--- src/rtl/ea_pkg.sv ---
package ea_pkg;
  localparam int ADDR_W = 16;
  localparam int BYTE_W = 8;
  localparam int CNT_W  = 2;

  localparam logic [3:0] M_INH  = 4'd0;
  localparam logic [3:0] M_IMM  = 4'd1;
  localparam logic [3:0] M_DIRS = 4'd2;
  localparam logic [3:0] M_DIRL = 4'd3;
  localparam logic [3:0] M_IDXN = 4'd4;
  localparam logic [3:0] M_IDXS = 4'd5;
  localparam logic [3:0] M_IDXL = 4'd6;
  localparam logic [3:0] M_INDB = 4'd7;
  localparam logic [3:0] M_INDW = 4'd8;

  typedef struct packed {
    logic init;
    logic takeHi;
    logic takeLo;
    logic takePtr;
    logic stepPc;
    logic stepPtr;
    logic usePtr;
  } dpCtl_t;
endpackage

--- src/rtl/ea_ctrl.sv ---
module ea_ctrl
  import ea_pkg::*;
(
  input  logic       clk,
  input  logic       rstN,
  input  logic       start,
  input  logic [3:0] modeIn,
  input  logic       memValid,
  output dpCtl_t     ctl,
  output logic [3:0] modeR,
  output logic       memReq,
  output logic       busy,
  output logic       done,
  output logic       error,
  output logic       operandOnly
);
  typedef enum logic [2:0] {S_IDLE, S_OP1, S_OP2, S_PT1, S_PT2, S_DONE, S_ERR} state_e;
  state_e st, nxt;

  always_ff @(posedge clk) begin
    if (!rstN) begin
      st    <= S_IDLE;
      modeR <= M_INH;
    end else begin
      st <= nxt;
      if (st == S_IDLE && start) modeR <= modeIn;
    end
  end

  always_comb begin
    ctl    = '0;
    nxt    = st;
    memReq = 1'b0;
    case (st)
      S_IDLE: if (start) begin
        ctl.init = 1'b1;
        if (modeIn > M_INDW)                         nxt = S_ERR;
        else if (modeIn == M_INH || modeIn == M_IDXN) nxt = S_DONE;
        else                                           nxt = S_OP1;
      end
      S_OP1: begin
        memReq = 1'b1;
        if (memValid) begin
          ctl.stepPc = 1'b1;
          case (modeR)
            M_DIRL, M_IDXL: begin ctl.takeHi  = 1'b1; nxt = S_OP2; end
            M_INDB, M_INDW: begin ctl.takePtr = 1'b1; nxt = S_PT1; end
            default:        begin ctl.takeLo  = 1'b1; nxt = S_DONE; end
          endcase
        end
      end
      S_OP2: begin
        memReq = 1'b1;
        if (memValid) begin
          ctl.stepPc = 1'b1;
          ctl.takeLo = 1'b1;
          nxt        = S_DONE;
        end
      end
      S_PT1: begin
        memReq     = 1'b1;
        ctl.usePtr = 1'b1;
        if (memValid) begin
          if (modeR == M_INDW) begin
            ctl.takeHi  = 1'b1;
            ctl.stepPtr = 1'b1;
            nxt         = S_PT2;
          end else begin
            ctl.takeLo = 1'b1;
            nxt        = S_DONE;
          end
        end
      end
      S_PT2: begin
        memReq     = 1'b1;
        ctl.usePtr = 1'b1;
        if (memValid) begin
          ctl.takeLo = 1'b1;
          nxt        = S_DONE;
        end
      end
      default: nxt = S_IDLE;
    endcase
  end

  assign busy        = (st != S_IDLE);
  assign done        = (st == S_DONE);
  assign error       = (st == S_ERR);
  assign operandOnly = done && (modeR == M_IMM);
endmodule

--- src/rtl/ea_datapath.sv ---
module ea_datapath
  import ea_pkg::*;
(
  input  logic              clk,
  input  logic              rstN,
  input  dpCtl_t            ctl,
  input  logic [3:0]        modeR,
  input  logic              idxSel,
  input  logic [BYTE_W-1:0] idxX,
  input  logic [BYTE_W-1:0] idxY,
  input  logic [ADDR_W-1:0] pcIn,
  input  logic [BYTE_W-1:0] memData,
  output logic [ADDR_W-1:0] memAddr,
  output logic [ADDR_W-1:0] effAddr,
  output logic [CNT_W-1:0]  byteCount,
  output logic [ADDR_W-1:0] pcNext
);
  localparam int HI_PAD = ADDR_W - BYTE_W;
  localparam int SUM_W  = BYTE_W + 1;

  logic [ADDR_W-1:0] pcR, ptrR;
  logic [BYTE_W-1:0] hiR, loR, idxR;
  logic [CNT_W-1:0]  cntR;
  logic [SUM_W-1:0]  shortSum;

  always_ff @(posedge clk) begin
    if (!rstN) begin
      pcR  <= '0;
      ptrR <= '0;
      hiR  <= '0;
      loR  <= '0;
      idxR <= '0;
      cntR <= '0;
    end else begin
      if (ctl.init) begin
        pcR  <= pcIn;
        idxR <= idxSel ? idxY : idxX;
        hiR  <= '0;
        loR  <= '0;
        cntR <= '0;
      end
      if (ctl.stepPc) begin
        pcR  <= pcR + 1'b1;
        cntR <= cntR + 1'b1;
      end
      if (ctl.takePtr) ptrR <= {{HI_PAD{1'b0}}, memData};
      if (ctl.stepPtr) ptrR <= ptrR + 1'b1;
      if (ctl.takeHi)  hiR  <= memData;
      if (ctl.takeLo)  loR  <= memData;
    end
  end

  assign shortSum  = {1'b0, idxR} + {1'b0, loR};
  assign memAddr   = ctl.usePtr ? ptrR : pcR;
  assign byteCount = cntR;
  assign pcNext    = pcR;

  always_comb begin
    case (modeR)
      M_IMM, M_DIRS, M_INDB: effAddr = {{HI_PAD{1'b0}}, loR};
      M_DIRL, M_INDW:        effAddr = {hiR, loR};
      M_IDXN:                effAddr = {{HI_PAD{1'b0}}, idxR};
      M_IDXS:                effAddr = {{(ADDR_W-SUM_W){1'b0}}, shortSum};
      M_IDXL:                effAddr = {hiR, loR} + {{HI_PAD{1'b0}}, idxR};
      default:               effAddr = '0;
    endcase
  end
endmodule

--- src/rtl/ea_sequencer.sv ---
module ea_sequencer
  import ea_pkg::*;
(
  input  logic        clk,
  input  logic        rstN,
  input  logic        start,
  input  logic [3:0]  mode,
  input  logic        idxSel,
  input  logic [7:0]  idxX,
  input  logic [7:0]  idxY,
  input  logic [15:0] pcIn,
  output logic        memReq,
  output logic [15:0] memAddr,
  input  logic        memValid,
  input  logic [7:0]  memData,
  output logic        busy,
  output logic        done,
  output logic        error,
  output logic [15:0] effAddr,
  output logic [1:0]  byteCount,
  output logic [15:0] pcNext,
  output logic        operandOnly
);
  dpCtl_t     ctl;
  logic [3:0] modeR;

  ea_ctrl u_ctrl (
    .clk(clk), .rstN(rstN), .start(start), .modeIn(mode), .memValid(memValid),
    .ctl(ctl), .modeR(modeR), .memReq(memReq), .busy(busy), .done(done),
    .error(error), .operandOnly(operandOnly)
  );

  ea_datapath u_dp (
    .clk(clk), .rstN(rstN), .ctl(ctl), .modeR(modeR), .idxSel(idxSel),
    .idxX(idxX), .idxY(idxY), .pcIn(pcIn), .memData(memData),
    .memAddr(memAddr), .effAddr(effAddr), .byteCount(byteCount), .pcNext(pcNext)
  );
endmodule

--- config.mk ---
export PLATFORM = sky130hd
export DESIGN_NAME = ea_sequencer
export DESIGN_NICKNAME = d
export VERILOG_FILES = /design/src/rtl/ea_pkg.sv /design/src/rtl/ea_ctrl.sv /design/src/rtl/ea_datapath.sv /design/src/rtl/ea_sequencer.sv
export SDC_FILE = /design/constraint.sdc
export NUM_CORES = 1
export LEC_CHECK = 0
export BUFFER_PORTS_ARGS = -buffer_cell sky130_fd_sc_hd__buf_2
export CORE_UTILIZATION = 51
export CTS_BUF_LIST = sky130_fd_sc_hd__clkbuf_8
export DETAILED_ROUTE_END_ITERATION = 8
export PLACE_DENSITY = 0.86
export SETUP_SLACK_MARGIN = 0.5
export SLEW_MARGIN = 10
export SYNTH_ARGS = -nofsm -noshare
export SYNTH_HDL_FRONTEND = slang
export SYNTH_SLANG_ARGS = --single-unit
--- constraint.sdc ---
create_clock -name clk -period 1.9 [get_ports clk]
set_input_delay 0.095 -clock clk [delete_from_list [all_inputs] [get_ports clk]]
set_output_delay 0.095 -clock clk [all_outputs]
set_load 0.02 [all_outputs]
==> results.yml, run 1 <==
sta:
  crit_endpoint: "effAddr[14]"
  worstEpCategory: "primary output"
synth:
  avgSynthCellArea_sq_um: 7.85
  yosys_warnings: 0
  syn_nets: 620
  synth_top_area_cell: "dfxtp_1"
  synth_top_area_share_pct: 29.6
  ys_types: 71
  synthTopCellsByCount: "dfxtp_1, a21oi_1, nand2_1, nor2_1, nand3_1"
  syn_inst: 560
  synth_edf_count: 0
  synth_area_sq_um: 4400
  ys_seq_area_share_pct: 29.6
  async_reset_ff_share_pct: 0
  synthFlopType: "dfxtp_1"
  synth_seq_cells: 65
  synth_area_leaders: "dfxtp_1, a21oi_1, mux2_2"
  post-synth-top-count-cell: "dfxtp_1"
clock_tree:
  cts_max_level: 3
  numClockSinks: 65
  cts_buffers: 9
  clk_root_buffer_cell: "clkbuf_8"
  cts_buffer_depth: 2
placement:
  io_buffer_count: 103
  place_area_sq_um: 5910
  place_inst: 798
  hpwl_mm: 10.9
  gp_congestion: 0.927
die:
  dieHeight_um: 94.9
  io_pins: 104
  die_x_um: 94.9
  initial_core_util_pct: 53.0
  rows: 33
global_route:
  grt_max_degree: 34
status:
  error_line: "[ERROR DPL-0038] Utilization greater than 100%, impossible to legalize"
  outcome: "stopped before the end"
  lastStage: "global routing"
==> logic make-up after synthesis <==
group                      Yosys count  share of synthesized area, %
buffers and inverters               51                          5.01
adders and majority gates           12                          3.53
xor gates and xnor gates             9                          1.79
DFF                                 65                          29.6
muxes                               29                          7.14
AOI/OAI and AO/OA                  179                          27.4
and+or+nand+nor                    215                          25.5
==> per-stage QoR <==
step	setup WS, ns	hold slack [ns]
4_1_cts	-0.477	0.00846
3_5_place_dp	-0.169	0.347
3_3_place_gp	-0.157	0.338
2_1_floorplan	-0.0142	0.223
==> what timing repair did <==
| item | in CTS |
|---|---|
| hold buffers | 9 |
| endpoints found under the setup margin | 102 |
| cloned | 6 |
| setup buffers | 48 |
| hold endpoints to repair | 9 |
| gates resized for setup | 232 |
| pin swaps | 95 |
==> run 2, diff against run 1 <==
CORE_UTILIZATION = 40   (was 51)
CTS_BUF_LIST = not set   (was sky130_fd_sc_hd__clkbuf_8)
PLACE_DENSITY = not set   (was 0.86)
PLACE_DENSITY_LB_ADDON = 0.15   (was not set)
SETUP_SLACK_MARGIN = not set   (was 0.5)
clock period = 2.5 ns   (was 1.9 ns; I/O delays follow)
==> results.yml, run 2 <==
status:
  outcome: "finished clean"
global_route:
  grt_overflow: 0
  track_usage_pct: 24.3
  grt_antenna_before_repair: 0
  grt_pass1_vias: 4439
  grt_max_degree: 31
  grt_pass1_wl_mm: 21.9
layout:
  layout_commonest_cell: "buf_2"
  nNetsFinal: 729
  area_delta_synth_final_pct: 23.6
  drive_gt1_share_pct: 28.7
  instances_no_fill: 809
  postLayoutCoreUtil_pct: 51.7
  num_antenna_cells: 0
  stdcell_area_sq_um: 5430
  final_cell_mix: "buf_2, dfxtp_1, nand2_1"
sta:
  worstMarginPinSlew_ns: 0.861
  rsz0062_at_grt: "true"
  fmaxAchievable_mhz: 405
  hold_violations: 0
  period_share_pct: 98.8
  finalMaxSlewViolations: 0
  setup_viol: 0
  finClkSkew_ns: 0.0112
  relSlewSlack_pct: 42.1
  hold-worst-slack_ns: 0.0188
  layout_min_cycle_time_ns: 2.47
clock_tree:
  cts_tree: "done"
  clk_root_buffer_cell: "clkbuf_8"
  clock_latency_ns: 0.35
  numClockSinks: 65
  cts_buffers: 9
  path_clk_slew_ns: 0.07
  cts_max_level: 3
  cts_buffer_depth: 2
routing:
  avgRoutedWirePerCell_um: 16.7
  vias_per_cell: 5.87
  drt_wl_total_mm: 13.6
  drtAntennaViolNets: 0
  drt-pass1-iter-count: 6
  vias: 4745
  first_iter_violations: 310
  drc: 0
power:
  p_per_area_nw_per_um2: 574
  clkPwrFrac_pct: 26.9
  combinationalPowerShare_pct: 32.4
  p_sw_share_pct: 37.2
  p_int_uw: 1960
  seqPwrFrac_pct: 40.7
  vdd_ir_drop_max_v: 0.000327
  p_leak_uw: 0.00219
  p_total_uw: 3120
  switchingPower_uw: 1160
die:
  initial_core_util_pct: 41.9
  coreArea_sq_um: 10500
  die_x_um: 107
  rows: 37
  dieHeight_um: 107
  io_pins: 104
  dieArea_sq_um: 11400
worst_setup_path:
  criticalPathCategory: "reg2out"
  end_kind: "output port"
  required_ns: 2.38
  cp_max_fo: 3
  startpoint: "u_dp.idxR[0]"
  r2r_cells: 6
  reg2reg_to: "u_dp.hiR[7]"
  cp.arrival_ns: 2.35
  crit_end: "effAddr[14]"
  r2r_slack_ns: 0.29
  worstSetupStartpointType: "flip-flop"
  regToRegStartpoint: "u_ctrl.st[1]"
synth:
  synth_area_sq_um: 4400
  synth_area_leaders: "dfxtp_1, a21oi_1, mux2_2"
  synthTopCellsByCount: "dfxtp_1, a21oi_1, nand2_1, nor2_1, nand3_1"
  synth_edf_count: 0
  ys_seq_area_share_pct: 29.6
  synthFlopType: "dfxtp_1"
  ys_types: 71
  post-synth-top-count-cell: "dfxtp_1"
  yosys_warnings: 0
  synth_top_area_cell: "dfxtp_1"
  async_reset_ff_share_pct: 0
  synth_top_area_share_pct: 29.6
  avgSynthCellArea_sq_um: 7.85
  syn_inst: 560
  syn_nets: 620
  synth_seq_cells: 65
run:
  maxCapViolCount: 0
placement:
  place_area_sq_um: 5090
  io_buffer_count: 103
  gp_congestion: 0.877
  hpwl_mm: 10.1
  place_inst: 787
min_path:
  worstHoldPathCells: 3
  hold_class: "in2reg"
-- run 2: final cells by class --
class,count,area [sq um]
fill,1035,5070
multi-input combinational,444,2960
sequential,65,1310
clock inverter,2,12.5
inverter,17,63.8
clock buffer,13,169
tap,136,170
timing repair buffer,132,749
-- run 2: timing repair --
action                                  4_1_cts  5_1_grt
hold buffers                                  3        0
hold endpoints to repair                      3        0
buffers inserted                              4        0
pin swaps                                     3        1
endpoints found under the setup margin        7       22
gates resized for setup                      12       15
-- run 2: worst min path at each step --
stage,start,endpoint
floorplan,memData[5],u_dp.ptrR[5]
CTS,pcIn[0],u_dp.pcNext[0]
finish,pcIn[0],u_dp.pcNext[0]
global route,pcIn[0],u_dp.pcNext[0]
detailed placement,pcIn[10],u_dp.pcNext[10]
global placement,pcIn[10],u_dp.pcNext[10]
-- run 2: metal layers --
metal,GRT usage [%],up-vias,wire [um]
li1,-,2332,-
met1,29.8,2243,6040
met2,42.7,155,6570
met3,4.26,15,742
met4,8.41,0,199
met5,0,-,0
-- run 2: critical path: stages, from the launching register on --
cell and delay [ns]:
dfxtp_2 0.35, ha_4 0.15, inv_2 0.04, fa_2 0.36, nor2b_4 0.16, o2111ai_4 0.16, a21o_1 0.21, a2111o_1 0.38
nand3_2 0.07, buf_6 0.11
-- run 2: power by group through the flow --
stage | clock [uW] | combinational [uW] | sequential [uW]
floorplan | 0 | 665 | 1260
global placement | 0 | 955 | 1280
detailed placement | 0 | 965 | 1290
CTS | 849 | 987 | 1260
global route | 891 | 1100 | 1280
finish | 839 | 1010 | 1270
-- run 2: cells by family (layout without fill, tap and decap cells) --
kind of cell / Yosys count / after routing / share of synthesized area, %
buffers and inverters: 51 / 164 / 5.01
AND/OR/NAND/NOR: 215 / 215 / 25.5
XOR/XNOR: 9 / 9 / 1.79
adder cells (fa/ha/maj): 12 / 12 / 3.53
flip-flops: 65 / 65 / 29.6
AO/OA/AOI/OAI: 179 / 179 / 27.4
multiplexers: 29 / 29 / 7.14
-- run 2: metrics by stage --
step	TNS, ns	setup slack, ns
3_3_place_gp	0	0.155
6_report	0	0.0300
2_1_floorplan	0	0.256
4_1_cts	0	0.00104
3_5_place_dp	0	0.0679
5_1_grt	-0.0933	-0.0505
No activity file was read; power rests on OpenSTA's default activity.
